<file path="config.mk">
export PLATFORM = sky130hd
export DESIGN_NAME = pic_cmd_front
export DESIGN_NICKNAME = d
export VERILOG_FILES = /design/src/rtl/pic_front_pkg.sv /design/src/rtl/pic_lowest_bit.sv /design/src/rtl/pic_icw_seq.sv /design/src/rtl/pic_isr_ctl.sv /design/src/rtl/pic_read_sel.sv /design/src/rtl/pic_cmd_front.sv
export SDC_FILE = /design/constraint.sdc
export NUM_CORES = 1
export LEC_CHECK = 0
export BUFFER_PORTS_ARGS = -buffer_cell sky130_fd_sc_hd__buf_2
export CAP_MARGIN = 40
export CORE_ASPECT_RATIO = 0.8
export CORE_MARGIN = 4
export CORE_UTILIZATION = 52
export CTS_CLUSTER_DIAMETER = 40
export DETAILED_ROUTE_END_ITERATION = 8
export PLACE_DENSITY = 0.83
export SETUP_SLACK_MARGIN = 0.05
export SYNTH_ARGS = -nofsm -noshare
export SYNTH_HDL_FRONTEND = slang
export SYNTH_SLANG_ARGS = --single-unit
</file>
<file path="constraint.sdc">
create_clock -name clk -period 3.2 [get_ports clk]
set_input_delay 0.64 -clock clk [delete_from_list [all_inputs] [get_ports clk]]
set_output_delay 0.64 -clock clk [all_outputs]
set_load 0.05 [all_outputs]
</file>
<file path="src/rtl/pic_front_pkg.sv">
package pic_front_pkg;

   typedef enum logic [2:0] {
      SEQ_WAIT_ICW1 = 3'd0,
      SEQ_WAIT_ICW2 = 3'd1,
      SEQ_WAIT_ICW3 = 3'd2,
      SEQ_WAIT_ICW4 = 3'd3,
      SEQ_READY     = 3'd4
   } seq_state_e;

   // initialization byte fields
   localparam int INIT_BIT = 4;
   localparam int SNGL_BIT = 1;
   localparam int IC4_BIT  = 0;
   // operation word group select
   localparam int GRP_LO   = 3;
   // end-of-interrupt word fields
   localparam int R_BIT    = 7;
   localparam int SL_BIT   = 6;
   localparam int EOI_BIT  = 5;
   // readback selector encodings
   localparam logic [1:0] RSEL_IRR = 2'b10;
   localparam logic [1:0] RSEL_ISR = 2'b11;
   localparam logic [7:0] RSEL_RESET = 8'h02;

endpackage

</file>
<file path="src/rtl/pic_lowest_bit.sv">
module pic_lowest_bit #(
   parameter int WIDTH = 8
) (
   input  logic [WIDTH-1:0] vec,
   output logic [WIDTH-1:0] lowest
);
   logic [WIDTH:0] seen;

   assign seen[0] = 1'b0;

   genvar gi;
   generate
      for (gi = 0; gi < WIDTH; gi++) begin : g_scan
         assign lowest[gi]  = vec[gi] & ~seen[gi];
         assign seen[gi+1]  = seen[gi] | vec[gi];
      end
   endgenerate
endmodule

</file>
<file path="src/rtl/pic_icw_seq.sv">
module pic_icw_seq
   import pic_front_pkg::*;
#(
   parameter int DATA_W = 8
) (
   input  logic              clk,
   input  logic              rst_n,
   input  logic              cmd_wr,
   input  logic              dat_wr,
   input  logic [DATA_W-1:0] wdata,
   output seq_state_e        state,
   output logic [DATA_W-1:0] init_q,
   output logic [DATA_W-1:0] base_q,
   output logic [DATA_W-1:0] casc_q,
   output logic [DATA_W-1:0] mode_q,
   output logic              mask_ld,
   output logic              ocw_wr
);
   seq_state_e state_d;
   logic       is_init;

   assign is_init = cmd_wr & wdata[INIT_BIT];

   always_comb begin
      state_d = state;
      if (is_init) begin
         state_d = SEQ_WAIT_ICW2;
      end else if (dat_wr) begin
         case (state)
            SEQ_WAIT_ICW2: begin
               if (!init_q[SNGL_BIT])     state_d = SEQ_WAIT_ICW3;
               else if (init_q[IC4_BIT])  state_d = SEQ_WAIT_ICW4;
               else                       state_d = SEQ_READY;
            end
            SEQ_WAIT_ICW3: state_d = init_q[IC4_BIT] ? SEQ_WAIT_ICW4 : SEQ_READY;
            SEQ_WAIT_ICW4: state_d = SEQ_READY;
            default:       state_d = state;
         endcase
      end
   end

   always_ff @(posedge clk) begin
      if (!rst_n) begin
         state  <= SEQ_WAIT_ICW1;
         init_q <= '0;
         base_q <= '0;
         casc_q <= '0;
         mode_q <= '0;
      end else begin
         state <= state_d;
         if (is_init) init_q <= wdata;
         if (dat_wr && state == SEQ_WAIT_ICW2) base_q <= wdata;
         if (dat_wr && state == SEQ_WAIT_ICW3) casc_q <= wdata;
         if (dat_wr && state == SEQ_WAIT_ICW4) mode_q <= wdata;
      end
   end

   assign mask_ld = dat_wr & ((state == SEQ_WAIT_ICW1) | (state == SEQ_READY));
   assign ocw_wr  = cmd_wr & ~wdata[INIT_BIT] & (state == SEQ_READY);


   icw1_entry_chk: assert property (@(posedge clk) disable iff (!rst_n)
      (cmd_wr && wdata[INIT_BIT]) |=> (state == SEQ_WAIT_ICW2 && init_q == $past(wdata)));


   icw4_exit_chk: assert property (@(posedge clk) disable iff (!rst_n)
      (dat_wr && !cmd_wr && state == SEQ_WAIT_ICW4) |=> (state == SEQ_READY));


   seq_hold_chk: assert property (@(posedge clk) disable iff (!rst_n)
      (!dat_wr && !(cmd_wr && wdata[INIT_BIT])) |=> $stable(state));
endmodule

</file>
<file path="src/rtl/pic_isr_ctl.sv">
module pic_isr_ctl
   import pic_front_pkg::*;
#(
   parameter int LINES  = 8,
   parameter int DATA_W = 8
) (
   input  logic              clk,
   input  logic              rst_n,
   input  logic              ocw2_wr,
   input  logic [DATA_W-1:0] wdata,
   input  logic [LINES-1:0]  isr_set,
   output logic [LINES-1:0]  isr_q,
   output logic [DATA_W-1:0] ocw2_q
);
   localparam int LVL_W = (LINES > 1) ? $clog2(LINES) : 1;

   logic [LINES-1:0] low_hit;
   logic [LINES-1:0] clr;
   logic [LVL_W-1:0] level;
   logic             do_eoi;

   pic_lowest_bit #(.WIDTH(LINES)) u_low (
      .vec    (isr_q),
      .lowest (low_hit)
   );

   assign level  = wdata[LVL_W-1:0];
   assign do_eoi = ocw2_wr & wdata[EOI_BIT] & ~wdata[R_BIT];

   always_comb begin
      clr = '0;
      if (do_eoi) begin
         if (wdata[SL_BIT]) clr = LINES'(1) << level;
         else               clr = low_hit;
      end
   end

   always_ff @(posedge clk) begin
      if (!rst_n) begin
         isr_q  <= '0;
         ocw2_q <= '0;
      end else begin
         isr_q <= (isr_q & ~clr) | isr_set;
         if (ocw2_wr) ocw2_q <= wdata;
      end
   end


   spec_eoi_chk: assert property (@(posedge clk) disable iff (!rst_n)
      (ocw2_wr && wdata[EOI_BIT] && !wdata[R_BIT] && wdata[SL_BIT] && isr_set == '0)
      |=> !isr_q[ocw2_q[LVL_W-1:0]]);


   nonspec_eoi_chk: assert property (@(posedge clk) disable iff (!rst_n)
      (ocw2_wr && wdata[EOI_BIT] && !wdata[R_BIT] && !wdata[SL_BIT] && isr_set == '0)
      |=> (isr_q == ($past(isr_q) & ($past(isr_q) - LINES'(1)))));


   no_clear_chk: assert property (@(posedge clk) disable iff (!rst_n)
      (ocw2_wr && (!wdata[EOI_BIT] || wdata[R_BIT]) && isr_set == '0) |=> $stable(isr_q));


   set_after_clear_chk: assert property (@(posedge clk) disable iff (!rst_n)
      (isr_set != '0) |=> ((isr_q & $past(isr_set)) == $past(isr_set)));
endmodule

</file>
<file path="src/rtl/pic_read_sel.sv">
module pic_read_sel
   import pic_front_pkg::*;
#(
   parameter int LINES  = 8,
   parameter int DATA_W = 8
) (
   input  logic              clk,
   input  logic              rst_n,
   input  logic              ocw3_wr,
   input  logic [DATA_W-1:0] wdata,
   input  logic              data_port,
   input  logic [LINES-1:0]  irr,
   input  logic [LINES-1:0]  isr,
   input  logic [LINES-1:0]  imr,
   output logic [DATA_W-1:0] rdata
);
   logic [DATA_W-1:0] ocw3_q;

   always_ff @(posedge clk) begin
      if (!rst_n)       ocw3_q <= DATA_W'(RSEL_RESET);
      else if (ocw3_wr) ocw3_q <= wdata;
   end

   always_comb begin
      if (data_port)                   rdata = DATA_W'(imr);
      else if (ocw3_q[1:0] == RSEL_IRR) rdata = DATA_W'(irr);
      else if (ocw3_q[1:0] == RSEL_ISR) rdata = DATA_W'(isr);
      else                             rdata = '0;
   end


   rsel_load_chk: assert property (@(posedge clk) disable iff (!rst_n)
      ocw3_wr |=> (ocw3_q == $past(wdata)));
endmodule

</file>
<file path="src/rtl/pic_cmd_front.sv">
module pic_cmd_front
   import pic_front_pkg::*;
#(
   parameter int LINES  = 8,
   parameter int DATA_W = 8
) (
   input  logic              clk,
   input  logic              rst_n,
   input  logic              bus_wr,
   input  logic              bus_addr,
   input  logic [DATA_W-1:0] bus_wdata,
   output logic [DATA_W-1:0] bus_rdata,
   input  logic [LINES-1:0]  irr_in,
   input  logic [LINES-1:0]  isr_set,
   output logic [LINES-1:0]  isr_out,
   output logic [LINES-1:0]  imr_out,
   output logic [DATA_W-1:0] vec_base,
   output logic [DATA_W-1:0] cascade_cfg,
   output logic [DATA_W-1:0] mode_cfg,
   output logic [DATA_W-1:0] init_cfg,
   output logic              init_done
);
   generate
      if (DATA_W < 8) begin : g_bad_width
         $error("DATA_W must hold the 8-bit command fields");
      end
      if (LINES < 2 || LINES > 8 || (LINES & (LINES - 1)) != 0) begin : g_bad_lines
         $error("LINES must be a power of two from 2 to 8");
      end
   endgenerate

   seq_state_e        state;
   logic              cmd_wr, dat_wr;
   logic              mask_ld, ocw_wr;
   logic              ocw2_wr, ocw3_wr;
   logic [DATA_W-1:0] ocw2_q;
   logic [LINES-1:0]  imr_q;

   assign cmd_wr = bus_wr & ~bus_addr;
   assign dat_wr = bus_wr &  bus_addr;

   pic_icw_seq #(.DATA_W(DATA_W)) u_seq (
      .clk     (clk),
      .rst_n   (rst_n),
      .cmd_wr  (cmd_wr),
      .dat_wr  (dat_wr),
      .wdata   (bus_wdata),
      .state   (state),
      .init_q  (init_cfg),
      .base_q  (vec_base),
      .casc_q  (cascade_cfg),
      .mode_q  (mode_cfg),
      .mask_ld (mask_ld),
      .ocw_wr  (ocw_wr)
   );

   assign ocw2_wr = ocw_wr & ~bus_wdata[GRP_LO];
   assign ocw3_wr = ocw_wr &  bus_wdata[GRP_LO];

   pic_isr_ctl #(.LINES(LINES), .DATA_W(DATA_W)) u_isr (
      .clk     (clk),
      .rst_n   (rst_n),
      .ocw2_wr (ocw2_wr),
      .wdata   (bus_wdata),
      .isr_set (isr_set),
      .isr_q   (isr_out),
      .ocw2_q  (ocw2_q)
   );

   always_ff @(posedge clk) begin
      if (!rst_n)       imr_q <= '0;
      else if (mask_ld) imr_q <= bus_wdata[LINES-1:0];
   end

   assign imr_out   = imr_q;
   assign init_done = (state == SEQ_READY);

   pic_read_sel #(.LINES(LINES), .DATA_W(DATA_W)) u_rd (
      .clk       (clk),
      .rst_n     (rst_n),
      .ocw3_wr   (ocw3_wr),
      .wdata     (bus_wdata),
      .data_port (bus_addr),
      .irr       (irr_in),
      .isr       (isr_out),
      .imr       (imr_q),
      .rdata     (bus_rdata)
   );


   mask_hold_chk: assert property (@(posedge clk) disable iff (!rst_n)
      (dat_wr && !init_done && state != SEQ_WAIT_ICW1) |=> $stable(imr_out));


   ocw_gate_chk: assert property (@(posedge clk) disable iff (!rst_n)
      (cmd_wr && !bus_wdata[INIT_BIT] && !init_done && isr_set == '0) |=> $stable(isr_out));


   ocw2_record_chk: assert property (@(posedge clk) disable iff (!rst_n)
      ocw2_wr |=> (ocw2_q == $past(bus_wdata)));
endmodule

</file>
==> results of run 1 <==
how the worst min path moves through the flow:
stage               startpoint              end  slack (ns)  depth (start not counted)
6_report       u_seq.init_q[4]  u_seq.init_q[4]        0.45                          2
5_1_grt        u_seq.init_q[4]  u_seq.init_q[4]        0.48                          2
3_5_place_dp   u_seq.init_q[4]  u_seq.init_q[4]        0.44                          2
2_1_floorplan   u_rd.ocw3_q[1]   u_rd.ocw3_q[1]        0.46                          2
3_3_place_gp   u_seq.init_q[4]  u_seq.init_q[4]        0.43                          2
4_1_cts        u_seq.init_q[4]  u_seq.init_q[4]        0.46                          2
cells by family after synthesis:
kind of cell | count (synthesis) | share of synthesized area (%)
buffers and inverters | 27 | 4.85
AOI/OAI and AO/OA | 64 | 16.3
DFF | 53 | 46.7
muxes | 22 | 9.70
and+or+nand+nor | 107 | 22.4
power by group:
group	leakage [uW]	internal (uW)	switching, uW
Sequential	0.000431	680	24.4
Clock	0.0000518	180	223
Combinational	0.000774	62.2	175
Total	0.00126	922	422
through the flow:
step	cells	util [%]	hold slack (ns)	power, uW
4_1_cts	402	66.2	0.456	1350
3_5_place_dp	394	63.8	0.441	955
6_report	402	66.2	0.453	1340
5_1_grt	402	66.2	0.477	1400
2_1_floorplan	273	-	0.456	885
3_3_place_gp	394	63.8	0.431	950
final cells by class:
cell class / count / area [sq um]
fillers: 399 / 1420
multi-input cells: 193 / 1100
flip-flops and latches: 53 / 1060
repair buffers: 85 / 428
clock buffers: 6 / 82.6
well taps: 57 / 71.3
inverters: 6 / 22.5
clock inverters: 2 / 17.5
worst max-delay path: stages, from the launching register on:
cell and delay, ns:
dfxtp_1 0.65, mux2i_1 0.19, o21ai_0 0.19, buf_2 0.29
registers in the layout (all words and copies together), names as in the netlist:
signal / cells
u_rd.ocw3_q: 2
imr_out: 8
u_seq.state: 3
u_seq.base_q: 8
u_seq.mode_q: 8
u_seq.init_q: 8
u_isr.isr_q: 8
u_seq.casc_q: 8
metal layers:
metal	GRT usage (%)	wire, um	part of all wire, %	vias up
li1	-	-	-	1088
met1	29.5	2740	45	1000
met2	35.1	2600	43	91
met3	7.30	635	11	9
met4	7.26	71	1.2	0
met5	0	0	0	-
cell usage after synthesis:
library cell | n | area (sq um)
a211oi_1 | 1 | 7.51
a21oi_1 | 17 | 85.1
a22o_1 | 1 | 8.76
a31o_2 | 1 | 8.76
a31oi_1 | 3 | 18.8
a32o_1 | 1 | 10.0
and3_1 | 1 | 6.26
and3b_1 | 2 | 17.5
and4_1 | 1 | 8.76
buf_1 | 2 | 7.51
buf_2 | 4 | 20.0
buf_4 | 1 | 7.51
clkbuf_1 | 14 | 52.6
dfxtp_1 | 53 | 1060
inv_1 | 6 | 22.5
mux2i_1 | 22 | 220
nand2_1 | 43 | 161
nand2b_1 | 2 | 12.5
nand3_1 | 20 | 100
nand3b_1 | 2 | 15.0
nand4b_1 | 2 | 17.5
nor2_1 | 22 | 82.6
nor2b_1 | 1 | 6.26
nor3_1 | 5 | 25.0
nor3b_1 | 2 | 15.0
nor3b_2 | 1 | 12.5
o2111ai_1 | 1 | 8.76
o2111ai_2 | 1 | 15.0
o211ai_1 | 3 | 22.5
o21ai_0 | 32 | 160
o221ai_1 | 1 | 8.76
o31a_1 | 1 | 8.76
o31ai_1 | 1 | 7.51
or3_1 | 1 | 6.26
or3_4 | 1 | 11.3
or4_4 | 1 | 11.3
placed cells by master, fill, tap and decap left out, types with 2 or more instances in the layout:
master	n
a21oi_1	17
a31oi_1	3
and3b_1	2
buf_2	84
clkbuf_8	6
dfxtp_1	53
inv_1	6
mux2i_1	22
nand2_1	43
nand2b_1	2
nand3_1	20
nand3b_1	2
nand4b_1	2
nor2_1	22
nor3_1	5
nor3b_1	2
o211ai_1	3
o21ai_0	32
==> flow_summary_export.csv, run 1 <==
group,metric,value,unit
sta,final.period_utilization,70.7,%
yosys,synth.distinct_cells,36,
critical_path,required,2.56,ns
sta,fin_tns_setup,0,ns
floorplan,core_area,4200,sq um
sta,finalHoldViolations,0,
critical_path,r2r_start,"u_seq.state[2]",
grt,antenna_found_initial,0,
cts,tritoncts,"yes",
placement,gp_congestion,0.773,
sta,tightest_slew,0.844,ns
yosys,ys_seq_area_share,46.7,%
floorplan,num_rows,21,
routing,drtAntennaViolNets,0,
sta,setup_viol,0,
pwr,p_leak,0.00126,uW
routing,wl_per_cell,15.0,um
cts,cts_buffers,5,
sta,fmax,442,MHz
critical_path,rr_worst_depth,4,
cts,cts_resized,0,
grt,grt_pass1_wl,9.51,mm
cts,cts.sinks,53,
floorplan,io_pins,85,
placement,dp_hpwl,4.29,mm
yosys,yosysWarnings,0,
critical_path,crit_path_start_kind,"flop",
layout,drive_gt1_share,28.4,%
sta,fin_skew,0.00628,ns
yosys,syn_area_per_cell,8.32,sq um
placement,numPortBuffers,84,
critical_path,crit_type,"reg2out",
routing,drc,0,
cts,worstSkewPairLatency,0.30,ns
status,outcome,"finished, final reports clean",
cts,clkTransAtPathRegs,0.10,ns
sta,rsz0062_at_grt,"false",
layout,final_area,2780,sq um
floorplan,die-area,5490,sq um
yosys,synthesis.nets,301,
cts,cts-root-buf,"clkbuf_8",
floorplan,start_util,54.0,%
routing,via_count,2188,
placement,placed_cell_area,2680,sq um
cts,clk_path_buf_depth,2,
cts,cts_max_level,2,
critical_path,worstPathArrival,1.62,ns
critical_path,r2r_end,"u_seq.casc_q[2]",
routing,viasPerCell,5.44,
grt,grt_usage,22.5,%
layout,fin_nets,372,
routing,wl,6.04,mm
cts,post_cts.repair.setup_buffers,0,
pwr,power_density,483,nW/um^2
layout,syn_to_final_growth,22.5,%
grt,grt_max_degree,42,
critical_path,critPathCaptureType,"output port",
placement,dp_slack,1.01,ns
grt,grt_overflow_total,0,
sta,maxSlewHeadroom,43.3,%
critical_path,startpoint,"u_rd.ocw3_q[0]",
cts,cts_hold_buf,0,
sta,finalWorstPathRequiredPeriod,2.26,ns
sta,fin_ws,0.937,ns
routing,dr.pass1.iters,4,
yosys,synth_area,2270,sq um
yosys,synth-seq-cells,53,
worst_hold_path,hp-class,"reg2reg",
layout,diodes,0,
run,maxCapViolCount,0,
routing,drt_iter0_drc,147,
critical_path,endpoint,"bus_rdata[7]",
pwr,ir_drop,0.364,mV
floorplan,die_h,67.1,um
critical_path,r2r_setup_slack,1.60,ns
floorplan,die_x,81.9,um
sta,maxSlewViolCount,0,
critical_path,crit_fanout,9,
grt,grt_pass1_vias,2006,
yosys,syn_inst,273,
No activity file was read; power rests on OpenSTA's default activity.
==> inputs of run 2 (changes only) <==
Settings changed: CORE_UTILIZATION 52 to 44, PLACE_DENSITY 0.83 to 0.75.
Clock period 3.2 ns to 2 ns, I/O delays scaled along.
==> flow_summary_export.csv, run 2 (synthesized netlist as in run 1, its figures left out) <==
group,metric,value,unit
status,outcome,"finished, final reports clean",
sta,tightest_slew,0.717,ns
cts,cts-root-buf,"clkbuf_8",
grt,grt_pass1_vias,1952,
sta,maxSlewViolCount,0,
sta,fin_tns_setup,0,ns
critical_path,crit_type,"reg2out",
sta,setup_viol,0,
routing,drt_iter0_drc,110,
critical_path,r2r_start,"u_isr.isr_q[2]",
pwr,p_sw,647,uW
routing,wl_per_cell,14.9,um
worst_hold_path,min-delay-start,"isr_set[6]",
sta,fin_ws,0.189,ns
floorplan,io_pins,85,
layout,drive_gt1_share,29.6,%
sta,finalWorstPathRequiredPeriod,1.81,ns
grt,grt_max_degree,26,
pwr,power_density,737,nW/um^2
routing,drtAntennaViolNets,0,
run,maxCapViolCount,0,
pwr,ir_drop,0.430,mV
cts,cts.sinks,53,
pwr,p_int,1430,uW
routing,via_count,2198,
sta,final.period_utilization,90.6,%
routing,wl,6.14,mm
pwr,clkPwrFrac,27.5,%
routing,viasPerCell,5.32,
layout,final_common_cell,"buf_2",
floorplan,die-area,6380,sq um
layout,syn_to_final_growth,24.4,%
cts,cts_hold_buf,0,
critical_path,worstPathArrival,1.41,ns
pwr,pwr-share-seq,54.1,%
grt,grt_overflow_total,0,
floorplan,die_h,72.3,um
critical_path,critPathCaptureType,"output port",
critical_path,startpoint,"u_rd.ocw3_q[0]",
worst_hold_path,hp-class,"in2reg",
layout,diodes,0,
grt,antenna_found_initial,0,
routing,dr.pass1.iters,4,
critical_path,cpMaxStageDelayCell,"dfxtp_2",
sta,fin_skew,0.00477,ns
placement,numPortBuffers,84,
grt,grt_usage,19.1,%
cts,clkTransAtPathRegs,0.09,ns
critical_path,crit_path_start_kind,"flop",
layout,fin_nets,378,
sta,finalHoldViolations,0,
placement,dp_slack,0.290,ns
cts,worstSkewPairLatency,0.29,ns
floorplan,core_area,5010,sq um
pwr,p_leak,0.00128,uW
cts,clk_path_buf_depth,2,
cts,cts_buffers,5,
critical_path,critical-path-max-stage-delay,0.50,ns
cts,cts_max_level,2,
layout,fillerInstances,487,
floorplan,num_rows,23,
cts,post_cts.repair.setup_buffers,0,
sta,fmax,552,MHz
critical_path,required,1.60,ns
placement,dp_hpwl,4.48,mm
floorplan,start_util,45.4,%
pwr,swShare,31.1,%
sta,maxSlewHeadroom,52.1,%
cts,tritoncts,"yes",
pwr,p_comb_share,18.4,%
critical_path,crit_chain,"mux2i_1 -> o21ai_0 -> buf_2",
floorplan,die_x,88.3,um
critical_path,crit_fanout,9,
placement,gp_congestion,0.810,
layout,mostFrequentLayoutCells,"buf_2 (84), dfxtp_1 (52), nand2_1 (43), o21ai_0 (26)",
routing,drc,0,
grt,grt_pass1_wl,9.56,mm
sta,rsz0062_at_grt,"false",
-- run 2: cell types whose count changed in the layout (fill, tap and decap cells not counted), moves of 2 or more --
cell      delta
buf_4        +6
clkinv_2     +2
o21ai_0      -6
o21ai_1      +6
-- run 2: worst paths after layout --
kind	to	slack, ns	depth (start not counted)
max reg2reg	u_isr.isr_q[6]	0.44	4
min reg2reg	u_seq.init_q[4]	0.45	2
min	u_isr.isr_q[6]	0.31	3
max	bus_rdata[2]	0.19	3
-- run 2: what timing repair did --
item / CTS / global route
endpoints found under the hold margin: 0 / 0
setup endpoints to repair: 1 / 0
gates resized for setup: 1 / 0
-- run 2: layout make-up --
| type | count | area (sq um) | area share [%] |
|---|---|---|---|
| Multi-Input combinational cell | 193 | 1110 | 39.2 |
| Inverter | 6 | 22.5 | 0.798 |
| Clock buffer | 6 | 72.6 | 2.57 |
| Clock inverter | 2 | 10.0 | 0.354 |
| Timing Repair Buffer | 91 | 473 | 16.7 |
| Sequential cell | 53 | 1060 | 37.6 |
| Tap cell | 62 | 77.6 | 2.75 |
-- run 2: power groups by stage --
stage	Clock (uW)	Combinational, uW	Sequential (uW)
finish	573	382	1130
detailed placement	0	383	1150
CTS	596	384	1130
global route	643	408	1130
global placement	0	379	1150
floorplan	0	169	1250
-- run 2: routing by layer --
metal | global-route usage [%] | vias up | part of all wire [%]
met3 | 4.54 | 4 | 8.6
met5 | 0 | - | 0
met2 | 31.5 | 83 | 46
met4 | 2.52 | 0 | 0.31
li1 | - | 1102 | -
met1 | 26.3 | 1009 | 45
-- run 2: metrics by stage --
step / instance area [sq um] / std cells / power [uW] / hold slack, ns / util [%]
finish: 2820 / 413 / 2080 / 0.310 / 56.4
global route: 2820 / 413 / 2180 / 0.315 / 56.4
CTS: 2820 / 413 / 2110 / 0.307 / 56.4
detailed placement: 2740 / 405 / 1530 / 0.435 / 54.7
global placement: 2740 / 405 / 1530 / 0.431 / 54.7
floorplan: 2280 / 273 / 1420 / 0.456 / -
-- run 2: worst max-delay path, delay by kind of cell (launching register included) --
kind                   cells  cell delay (ns)
muxes                      1             0.30
DFF                        1             0.50
buffers and inverters      1             0.22
AOI/OAI and AO/OA          1             0.10
